`src/rtl/vidinit_pkg.sv`:
```
package vidinit_pkg;
  localparam int BYTE_W  = 8;
  localparam int NUM_IR  = 15;
  localparam int PTR_W   = 4;
  localparam int LAST_IR = NUM_IR - 1;
  localparam int MISC_LO = 6;
  localparam int MISC_N  = 8;
  localparam int FP_W_DEF = 12;

  localparam logic [BYTE_W-1:0] CMD_MRST = 8'h00;
  localparam logic [3:0]        CMD_SETP = 4'h1;

  typedef logic [BYTE_W-1:0] byte_t;

  function automatic logic [7:0] f_eq(input byte_t b);
    return {1'b0, b[6:0]} + 8'd1;
  endfunction

  function automatic logic [5:0] f_hsync(input byte_t b);
    return {1'b0, b[6:3], 1'b0} + 6'd2;
  endfunction

  function automatic logic signed [5:0] f_hbp(input byte_t b);
    return $signed({1'b0, b[2:0], 2'b00}) - 6'sd1;
  endfunction

  function automatic logic [5:0] f_vfp(input byte_t b);
    return {1'b0, b[7:5], 2'b00} + 6'd4;
  endfunction

  function automatic logic [6:0] f_vbp(input byte_t b);
    return {1'b0, b[4:0], 1'b0} + 7'd4;
  endfunction

  function automatic logic [7:0] f_rows(input byte_t b);
    return {1'b0, b[6:0]} + 8'd1;
  endfunction

  function automatic logic [7:0] f_blink(input byte_t b);
    return b[7] ? 8'd128 : 8'd64;
  endfunction

  function automatic logic [8:0] f_cpr(input byte_t b);
    return {1'b0, b} + 9'd1;
  endfunction
endpackage

```
`src/rtl/vidinit_ptr.sv`:
```
module vidinit_ptr
  import vidinit_pkg::*;
(
  input  logic             clk,
  input  logic             rst,
  input  logic             wr_en,
  input  logic             cmd_en,
  input  byte_t            cmd_data,
  output logic [PTR_W-1:0] ptr
);
  localparam logic [PTR_W-1:0] LAST = PTR_W'(LAST_IR);

  logic cmd_mrst, cmd_setp;
  logic [PTR_W-1:0] ptr_inc;

  assign cmd_mrst = cmd_en && (cmd_data == CMD_MRST);
  assign cmd_setp = cmd_en && (cmd_data[7:4] == CMD_SETP);
  assign ptr_inc  = (ptr >= LAST) ? LAST : ptr + 1'b1;

  always_ff @(posedge clk) begin
    if (rst)           ptr <= '0;
    else if (cmd_mrst) ptr <= '0;
    else if (cmd_setp) ptr <= cmd_data[PTR_W-1:0];
    else if (wr_en)    ptr <= ptr_inc;
  end
endmodule

```
`src/rtl/vidinit_bank.sv`:
```
module vidinit_bank
  import vidinit_pkg::*;
(
  input  logic                     clk,
  input  logic                     rst,
  input  logic                     wr_en,
  input  byte_t                    wr_data,
  input  logic [PTR_W-1:0]         ptr,
  output logic [NUM_IR*BYTE_W-1:0] raw
);
  for (genvar k = 0; k < NUM_IR; k++) begin : g_ir
    always_ff @(posedge clk) begin
      if (rst)
        raw[k*BYTE_W +: BYTE_W] <= '0;
      else if (wr_en && (ptr == PTR_W'(k)))
        raw[k*BYTE_W +: BYTE_W] <= wr_data;
    end
  end
endmodule

```
`src/rtl/vidinit_dbl.sv`:
```
module vidinit_dbl
  import vidinit_pkg::*;
(
  input  logic       clk,
  input  logic       rst,
  input  logic       ir14_wr,
  input  byte_t      wr_data,
  input  logic       dbl_en,
  input  logic       ss1_hi_en,
  input  byte_t      ss1_hi_data,
  output logic [1:0] dbl1,
  output logic [5:0] ss1_addr_hi
);
  always_ff @(posedge clk) begin
    if (rst) begin
      dbl1        <= '0;
      ss1_addr_hi <= '0;
    end else begin
      if (ss1_hi_en && dbl_en) dbl1 <= ss1_hi_data[7:6];
      else if (ir14_wr)        dbl1 <= wr_data[7:6];
      if (ss1_hi_en)           ss1_addr_hi <= ss1_hi_data[5:0];
    end
  end
endmodule

```
`src/rtl/vidinit_hfp.sv`:
```
module vidinit_hfp #(
  parameter int FP_W = 12
) (
  input  logic                   clk,
  input  logic                   rst,
  input  logic [7:0]             eq_const,
  input  logic [5:0]             hsync_w,
  input  logic [8:0]             cpr,
  input  logic signed [5:0]      hbp,
  output logic signed [FP_W-1:0] hfp
);
  localparam logic signed [FP_W-1:0] HFP_RST = FP_W'(8);

  logic signed [FP_W-1:0] a, b, c, d, sum;

  assign a   = $signed({{(FP_W-8){1'b0}}, eq_const});
  assign b   = $signed({{(FP_W-6){1'b0}}, hsync_w});
  assign c   = $signed({{(FP_W-9){1'b0}}, cpr});
  assign d   = {{(FP_W-6){hbp[5]}}, hbp};
  assign sum = a + a + b + b + b - c - d;

  always_ff @(posedge clk) begin
    if (rst) hfp <= HFP_RST;
    else     hfp <= sum;
  end
endmodule

```
`src/rtl/vid_init_regs.sv`:
```
module vid_init_regs
  import vidinit_pkg::*;
#(
  parameter int FP_W = FP_W_DEF
) (
  input  logic                   clk,
  input  logic                   rst,
  input  logic                   wr_en,
  input  logic [7:0]             wr_data,
  input  logic                   cmd_en,
  input  logic [7:0]             cmd_data,
  input  logic                   ss1_hi_en,
  input  logic [7:0]             ss1_hi_data,
  output logic                   dbl_en,
  output logic                   interlace_en,
  output logic [7:0]             eq_const,
  output logic                   row_table,
  output logic [5:0]             hsync_w,
  output logic signed [5:0]      hbp,
  output logic [5:0]             vfp,
  output logic [6:0]             vbp,
  output logic [7:0]             rows,
  output logic [7:0]             blink_div,
  output logic [8:0]             cpr,
  output logic [3:0]             scroll,
  output logic [1:0]             dbl2,
  output logic [1:0]             dbl1,
  output logic [5:0]             ss1_addr_hi,
  output logic signed [FP_W-1:0] hfp,
  output logic [63:0]            misc_regs
);
  logic [PTR_W-1:0]         ptr_q;
  logic [NUM_IR*BYTE_W-1:0] raw;
  byte_t ir [NUM_IR];
  logic  ir14_wr;

  vidinit_ptr u_ptr (
    .clk(clk), .rst(rst), .wr_en(wr_en),
    .cmd_en(cmd_en), .cmd_data(cmd_data), .ptr(ptr_q)
  );

  vidinit_bank u_bank (
    .clk(clk), .rst(rst), .wr_en(wr_en),
    .wr_data(wr_data), .ptr(ptr_q), .raw(raw)
  );

  for (genvar k = 0; k < NUM_IR; k++) begin : g_view
    assign ir[k] = raw[k*BYTE_W +: BYTE_W];
  end

  for (genvar m = 0; m < MISC_N; m++) begin : g_misc
    assign misc_regs[m*BYTE_W +: BYTE_W] = ir[MISC_LO+m];
  end

  assign dbl_en       = ir[0][7];
  assign interlace_en = ir[1][7];
  assign eq_const     = f_eq(ir[1]);
  assign row_table    = ir[2][7];
  assign hsync_w      = f_hsync(ir[2]);
  assign hbp          = f_hbp(ir[2]);
  assign vfp          = f_vfp(ir[3]);
  assign vbp          = f_vbp(ir[3]);
  assign rows         = f_rows(ir[4]);
  assign blink_div    = f_blink(ir[4]);
  assign cpr          = f_cpr(ir[5]);
  assign scroll       = ir[LAST_IR][3:0];
  assign dbl2         = ir[LAST_IR][5:4];

  assign ir14_wr = wr_en && (ptr_q == PTR_W'(LAST_IR));

  vidinit_dbl u_dbl (
    .clk(clk), .rst(rst), .ir14_wr(ir14_wr), .wr_data(wr_data),
    .dbl_en(dbl_en), .ss1_hi_en(ss1_hi_en), .ss1_hi_data(ss1_hi_data),
    .dbl1(dbl1), .ss1_addr_hi(ss1_addr_hi)
  );

  vidinit_hfp #(.FP_W(FP_W)) u_hfp (
    .clk(clk), .rst(rst), .eq_const(eq_const), .hsync_w(hsync_w),
    .cpr(cpr), .hbp(hbp), .hfp(hfp)
  );
endmodule

```
`config.mk`:
```
export PLATFORM = sky130hd
export DESIGN_NAME = vid_init_regs
export DESIGN_NICKNAME = d
export VERILOG_FILES = /design/src/rtl/vidinit_pkg.sv /design/src/rtl/vidinit_ptr.sv /design/src/rtl/vidinit_bank.sv /design/src/rtl/vidinit_dbl.sv /design/src/rtl/vidinit_hfp.sv /design/src/rtl/vid_init_regs.sv
export SDC_FILE = /design/constraint.sdc
export NUM_CORES = 1
export LEC_CHECK = 0
export ABC_CLOCK_PERIOD_IN_PS = 8000
export CAP_MARGIN = 20
export CORE_AREA = 2 2 133 135
export CTS_CLUSTER_DIAMETER = 100
export DETAILED_ROUTE_END_ITERATION = 10
export DIE_AREA = 0 0 135 137
export DONT_BUFFER_PORTS = 1
export MAX_ROUTING_LAYER = met4
export PLACE_DENSITY = 0.51
export SYNTH_ARGS = -nofsm -noshare
export SYNTH_HDL_FRONTEND = slang
export SYNTH_SLANG_ARGS = --single-unit
```
`constraint.sdc`:
```
create_clock -name clk -period 8 [get_ports clk]
set_input_delay 0.8 -clock clk [delete_from_list [all_inputs] [get_ports clk]]
set_output_delay 0.8 -clock clk [all_outputs]
set_load 0.01 [all_outputs]
```
Word-level counts from Yosys, hierarchy flattened
Index checks and enable logic that the tools add are counted.
{ "word_totals": {"memories": 0, "rom_bits": 0, "output_inout_bits": 151, "input_bits": 29, "latch_bits": 0, "elab_cells": 78, "register_bits": 142, "ramBits": 0} }
{ "classes": {"n_shift": 0, "n_mux": 6, "eq_ne": 15, "n_reduce_logical": 23, "mul": 0, "n_div": 0, "order_cmp": 1, "bitwise": 0, "add_sub_neg": 14} }
{ "op_table": {"columns": ["operator", "count"], "rows": [
  ["adder 12 x 7 -> 12 bit", 3],
  ["== test 4 bit (second input constant)", 7],
  ["logical AND 1 bit", 18],
  ["adder 7 x 1 -> 8 bit (second input constant)", 2],
  ["== test 4 x 3 -> 1 bit (second input constant)", 4],
  ["two-way mux 4 bit", 3],
  ["subtractor 12 x 10 -> 12 bit", 1],
  ["subtractor 12 x 6 -> 12 bit", 1],
  ["adder 8 x 1 -> 9 bit (second input constant)", 1],
  ["adder 8 x 8 -> 9 bit", 1],
  ["== test 4 x 1 -> 1 bit (second input constant)", 2],
  ["== test 4 x 2 -> 1 bit (second input constant)", 2],
  ["logical NOT 8 bit", 1],
  ["two-way mux 8 bit", 1],
  ["adder 6 x 3 -> 7 bit (second input constant)", 1],
  ["adder 5 x 2 -> 6 bit (second input constant)", 1],
  ["adder 5 x 3 -> 6 bit (second input constant)", 1],
  ["subtractor 5 x 1 -> 6 bit (second input constant)", 1],
  ["adder 4 x 1 -> 4 bit (second input constant)", 1],
  ["greater-or-equal comparator 4 bit (second input constant)", 1],
  ["logical NOT 4 bit", 1],
  ["two-way mux 2 bit", 2],
  ["nonzero test 2 bit", 2],
  ["OR reduction 2 bit", 1]
]} }

Longest topological paths before layout
Gate-level depths: netlist (run 1).
{ "logic_depth": {"ltp_word": 7, "mapped_depth": 13, "depth_no_buf": 13} }

By module
Synthesis (run 1) repeated with hierarchy kept, for this count alone.
{ "hier_totals": {"cells_unflattened": 725, "area_unflattened_um2": 7414.6} }
{ "modules_own_cells": {"columns": ["module", "cells_each", "n_inst", "area_per_inst_um2", "seq_area_each_um2"], "rows": [
  ["vidinit_bank", 422, 1, 4735.8, 2402.3],
  ["vidinit_hfp", 156, 1, 1493.9, 240.2],
  ["vid_init_regs", 87, 1, 591.8, 0.0],
  ["vidinit_dbl", 29, 1, 314.1, 160.2],
  ["vidinit_ptr", 31, 1, 279.0, 80.1]
]} }

Worst setup path after synthesis (run 1)
OpenSTA, ideal clock, no wires.
{ "synth_timing": {"path_kind": "reg2reg", "from": "register u_bank.raw[40]", "to": "register u_hfp.hfp[10]", "stages_incl_launch_ff": 13, "required_ns": 7.877, "t_arrival_ns": 3.988, "setup_slack_ns": 3.888, "period_less_slack_ns": 4.112, "setup_time_ns": 0.123, "n_path_buf": 0, "cell_sequence": "dfxtp_1 ha_1 xor2_1 fa_1 fa_1 fa_1 inv_1 ha_1 fa_1 a21o_1 a221o_1 o31ai_2 mux2_1"} }
{ "synth_via": {"elab_chain_cells": 3} }
{ "synth_lines": {"columns": ["element", "line_no", "rtl"], "rows": [
  ["start, declared", "vidinit_bank.sv:9", "output logic [NUM_IR*BYTE_W-1:0] raw"],
  ["start signal, assigned by index", "vidinit_bank.sv:16", "raw[k*BYTE_W +: BYTE_W] <= wr_data;"],
  ["adder 8 x 1 -> 9 bit", "vidinit_pkg.sv:44", "return {1'b0, b} + 9'd1;"],
  ["net cpr[2]", "vid_init_regs.sv:24", "output logic [8:0] cpr,"],
  ["subtractor 12 x 10 -> 12 bit", "vidinit_hfp.sv:20", "assign sum = a + a + b + b + b - c - d;"],
  ["subtractor 12 x 6 -> 12 bit", "vidinit_hfp.sv:20", null],
  ["end signal, assigned", "vidinit_hfp.sv:24", "else hfp <= sum;"],
  ["end, declared", "vidinit_hfp.sv:10", "output logic signed [FP_W-1:0] hfp"]
]} }
The timed path passes the listed nets, and every way through them passes these cells.
A chain may end at the register's enable or synchronous reset.

Worst setup path in the final report (run 1)
Ends and elaborated chain as after synthesis.

==> impl_metrics.yaml, run 1 <==
placement:
  dpl_worst_slack_ps: 3600
  numPortBuffers: 0
  hpwlAfterDp_microns: 12400
  routabilityCongestion: 0.853
  place_area_sq_mm: 0.00642
floorplanning:
  ioPinCount: 180
  die_h_microns: 137
  core-area_sq_mm: 0.0171
  die_w_microns: 135
  initial_utilization_pct: 40.1
  rows: 48
  die_area_sq_mm: 0.0185
synthesis:
  yosys.cell_count.top_type: "nand2_1"
  synth.avg_cell_area_sq_um: 8.10
  synth-edff-count: 0
  yosysTopAreaCell: "dfxtp_1"
  async_flop_share_pct: 0
  synth.top_cell.area_share_pct: 39.5
  ys_types: 43
  ys.flop_type: "dfxtp_1"
  synth_area_sq_mm: 0.00684
  yosysWarnings: 0
  ys_seq_area_share_pct: 39.5
  synth_area_leaders: "dfxtp_1, nand2_1, buf_4"
  ys_ff_latch: 135
  syn_inst: 845
  synth_commonest_cells: "nand2_1, dfxtp_1, a21oi_1"
critical_path:
  crit_required_ps: 8300
  critPathTopFamily: "adder cells"
  path_buf_inv: 1
  crit_type: "flip-flop to flip-flop"
  crit_slowest_cell: "fa_1"
  cp-end-kind: "flip-flop"
  rrSetupSlack_ps: 3620
  critPathMostFrequentCell: "fa_1"
  max_stage_delay_ps: 510
  crit_chain: "ha_1 > xor2_1 > fa_1 > fa_1 > fa_1 > inv_1 > ha_1 > fa_1 > a21o_1 > a221o_1 > o31ai_2 > mux2_1"
  critPathArrivalTime_ps: 4680
  worstPathMaxFanout: 5
  start_kind: "flip-flop"
sta:
  fin_crit_sh_pct: 54.7
  fin_crit_ps: 4380
  skew_ps: 5.61
  fin_tns_setup_ps: 0
  fmax_ghz: 0.228
  worstMarginPinSlew_ps: 903
  slew_violations: 0
  rsz0062_at_grt: "no"
  finalSetupViolCount: 0
  hold_viol: 0
  worst_slack_ps: 3620
  worst_slew_margin_rel_pct: 39.0
detailed_routing:
  viasPerCell: 5.07
  wire_per_inst_microns: 17.8
  drtAntennaViolNets: 0
  drt_iter0_markers: 257
  drc_errors: 0
  drtPass1Iterations: 6
  drt_wl_total_microns: 17800
  vias: 5061
clock_network:
  htreeDepth: 4
  post_cts_buffers: 0
  cts_root_buf: "clkbuf_16"
  post_cts_resized: 0
  ctsHoldBuffers: 0
  cts.path.max_buffers: 2
  cts_made_buffers: 17
  worstSkewPairLatency_ps: 410
  cts_tree: "built"
  cts_sinks: 135
  clkTransAtPathRegs_ps: 60
global_routing:
  grt_usage_pct: 20.2
  antenna_found_initial: 0
  grt_pass1_wl_microns: 27600
  overflow: 0
  grt_start_max_net_pins: 137
  grtUsageMet1_pct: 24.5
  grt_use_met2_pct: 31.4
  grtUsageMet3_pct: 6.74
  grt_pass1_vias: 4986
  grt_busiest_layer: "met2"
pwr:
  max-vdd-ir-drop_uv: 147
  finalPower_w: 0.00171
  cellLeakagePower_nw: 2.59
  powerDensity_mw_per_mm2: 245
finish:
  drive_gt1_share_pct: 4.52
  areaGrowthSynthToFinish_pct: 2.14
  final_cell_area_sq_mm: 0.00699
  n_antenna_cell: 0
  fin_util_pct: 41.0
  nets: 838
run:
  drv_cap: 0
outcome:
  status: "finished clean"
min_path:
  hold_path.class: "input port to flip-flop"
-- cell type report --
cell class                      instances  area [sq um]
Clock buffer                           23           468
Multi-Input combinational cell        567          3280
Sequential cell                       135          2700
Tap cell                              225           282
Fill cell                            1741         10100
Clock inverter                          8          98.8
Inverter                               41           154
-- power by group --
group	switching (W)	internal (W)	total [W]
registers	0.0000283	0.000703	0.000731
logic	0.000123	0.0000996	0.000223
clock network	0.000284	0.000472	0.000757
total	0.000436	0.00127	0.00171
-- layer usage --
| metal | share of wire (%) | wire length (microns) |
|---|---|---|
| met4 | 1.9 | 340 |
| met5 | 0 | 0 |
| met3 | 7.1 | 1250 |
| met1 | 44 | 7840 |
| met2 | 47 | 8330 |
-- worst paths after layout --
path,startpoint,end,depth (start not counted)
worst max-delay path,u_bank.raw[40],u_hfp.hfp[10],12
worst min-delay path,rst,u_bank.raw[14],1
worst max register to register,u_bank.raw[40],u_hfp.hfp[10],12
worst min register to register,u_bank.raw[17],u_bank.raw[17],2
-- registers in the layout (all words and copies together) (netlist names) --
register	flops
u_bank.raw	111
u_hfp.hfp	12
u_dbl.ss1_addr_hi	6
u_ptr.ptr	4
u_dbl.dbl1	2
-- cell families after synthesis --
logic type / Yosys count / synth area share [%]
buffers and inverters: 153 / 13.1
flip-flops: 135 / 39.5
multiplexers: 18 / 2.67
adder cells (fa/ha/maj): 47 / 10.6
AND/OR/NAND/NOR: 333 / 20.3
XOR/XNOR: 27 / 3.46
other: 2 / 0.110
AO/OA/AOI/OAI: 130 / 10.3
-- cells in the final DEF (no fill, tap or decap), types with 3 or more instances in the layout --
| cell type | n |
|---|---|
| fa_1 | 18 |
| a21oi_1 | 109 |
| xnor2_1 | 14 |
| nand2_1 | 223 |
| nand3_1 | 27 |
| conb_1 | 12 |
| xor2_1 | 13 |
| ha_1 | 29 |
| clkbuf_1 | 4 |
| nand2b_1 | 3 |
| nor3_1 | 6 |
| mux2i_1 | 16 |
| clkinv_2 | 3 |
| a211oi_1 | 3 |
| o21ai_0 | 5 |
| clkbuf_16 | 17 |
| dfxtp_1 | 135 |
| nand4_1 | 6 |
| and3_1 | 6 |
| inv_1 | 41 |
| nor2_1 | 47 |
| nor2b_1 | 5 |
-- stage by stage --
step	cells	hold slack [ps]
after floorplan	855	437
after global placement	968	454
after detailed placement	968	457
after CTS	999	437
after global routing	999	432
final	999	463
Note: power is estimated with default switching activity, not from simulation.
==> inputs of run 2 (changes only) <==
Settings changed: ABC_CLOCK_PERIOD_IN_PS 8000 to 4460.
Clock period 8 ns to 4.46 ns, I/O delays scaled along.
==> run 2 against run 1 <==
  * Non-clock buffer count increased by 8
  * Total power increased by 85%
  * Largest cell class unchanged
  * Clock skew increased by 0.89 ps
  * Sequential cell count unchanged
  * Final cell count increased by 0.80%
  * Combinational power increased by 77%
  * Maximum frequency increased by 2.3%
  * Design area increased by 1.5%
  * Clock-buffer cell count unchanged
  * Routed wire length decreased by 0.88%
  * Clock power increased by 93%
==> impl_metrics.yaml, run 2 (synthesis gave the netlist of run 1 again) <==
sta:
  fin_crit_ps: 4280
  fin_crit_sh_pct: 96.0
  worstMarginPinSlew_ps: 790
  skew_ps: 6.50
  rsz0062_at_grt: "no"
  finalSetupViolCount: 0
  hold_viol: 0
  worst_slew_margin_rel_pct: 46.6
  fmax_ghz: 0.234
  slew_violations: 0
  fin_tns_setup_ps: 0
detailed_routing:
  drt_wl_total_microns: 17600
  wire_per_inst_microns: 17.5
  vias: 5101
  viasPerCell: 5.07
  drc_errors: 0
  drt_iter0_markers: 231
  drtPass1Iterations: 5
  drtAntennaViolNets: 0
global_routing:
  overflow: 0
  grt_pass1_vias: 4828
  grt_usage_pct: 19.6
  antenna_found_initial: 0
  grt_start_max_net_pins: 137
  grt_pass1_wl_microns: 26600
clock_network:
  cts_root_buf: "clkbuf_16"
  post_cts_resized: 0
  htreeDepth: 4
  post_cts_buffers: 0
  cts_made_buffers: 17
  cts_tree: "built"
  ctsHoldBuffers: 0
  clkTransAtPathRegs_ps: 60
  worstSkewPairLatency_ps: 420
  cts.path.max_buffers: 2
  cts_sinks: 135
placement:
  routabilityCongestion: 0.827
  hpwlAfterDp_microns: 12300
  place_area_sq_mm: 0.00648
  numPortBuffers: 0
finish:
  most-common-layout-cells: "nand2_1, dfxtp_1, a21oi_1"
  n_antenna_cell: 0
  drive_gt1_share_pct: 5.75
  areaGrowthSynthToFinish_pct: 3.62
  final_cell_area_sq_mm: 0.00709
  reg_top3: "u_bank.raw x111, u_hfp.hfp x12, u_dbl.ss1_addr_hi x6"
  largest_reg_flops: 111
  fillerInstances: 1751
  regMostFlops: "u_bank.raw"
  nets: 846
  final_common_cell: "nand2_1"
outcome:
  status: "finished clean"
floorplanning:
  die_w_microns: 135
  die_area_sq_mm: 0.0185
  rows: 48
  die_h_microns: 137
  ioPinCount: 180
  core-area_sq_mm: 0.0171
  initial_utilization_pct: 40.1
pwr:
  powerDensity_mw_per_mm2: 446
  max-vdd-ir-drop_uv: 274
  cellLeakagePower_nw: 2.66
run:
  drv_cap: 0
critical_path:
  critPathArrivalTime_ps: 4600
  crit_type: "flip-flop to flip-flop"
  start_kind: "flip-flop"
  worstPathMaxFanout: 5
  crit_required_ps: 4770
  cp-end-kind: "flip-flop"
  rrSetupSlack_ps: 180
min_path:
  hold_path.class: "input port to flip-flop"
run 2: cell count changes in the layout (fill, tap and decap cells not counted):
cell | previous run | this run
clkinv_4 | 1 | 0
clkbuf_8 | 2 | 4
buf_4 | 0 | 8
clkbuf_1 | 4 | 2
bufinv_16 | 2 | 3
run 2: path summary, 6_finish.rpt:
path                                        endpoint      startpoint  depth (start not counted)
worst max-delay path                   u_hfp.hfp[10]  u_bank.raw[40]                         12
worst min register to register        u_bank.raw[16]  u_bank.raw[16]                          2
worst min-delay path            u_dbl.ss1_addr_hi[5]             rst                          1
worst max register to register         u_hfp.hfp[10]  u_bank.raw[40]                         12
run 2: stage by stage:
stage	total power, W	std cells	utilization [%]	hold slack [ps]	setup WS, ps
global route	0.00330	1007	41.6	76.4	23.0
floorplan	0.00169	855	-	437	348
detailed placement	0.00173	976	38.0	460	185
global placement	0.00173	976	38.0	459	286
finish	0.00316	1007	41.6	93.3	179
CTS	0.00320	1007	41.6	73.7	177
run 2: final cells by class:
| cell class | instances | area, sq um | area share [%] |
|---|---|---|---|
| sequential | 135 | 2700 | 38.1 |
| clock inverter | 8 | 120 | 1.69 |
| multi-input combinational | 567 | 3280 | 46.3 |
| tap | 225 | 282 | 3.97 |
| timing repair buffer | 8 | 60.1 | 0.847 |
| clock buffer | 23 | 488 | 6.88 |
| inverter | 41 | 154 | 2.17 |
run 2: critical path: stages, from the launching register on:
cell and delay (ps):
dfxtp_1 400, ha_1 220, xor2_1 320, fa_1 500
fa_1 490, fa_1 520, inv_1 40, ha_1 210
fa_1 400, a21o_1 200, a221o_1 340, o31ai_2 190
mux2_1 330
run 2: layer usage:
layer | track usage, % | part of all wire [%] | vias up | wire (microns)
li1 | - | - | 2507 | -
met1 | 23.4 | 43 | 2400 | 7510
met2 | 30.5 | 47 | 169 | 8250
met3 | 6.67 | 8.5 | 25 | 1500
met4 | 7.70 | 1.9 | 0 | 333
met5 | - | 0 | - | 0
run 2: power by group:
group | switching, W | internal [W] | total (W)
Sequential | 0.0000513 | 0.00126 | 0.00131
Clock | 0.000523 | 0.000932 | 0.00146
Combinational | 0.000215 | 0.000179 | 0.000394
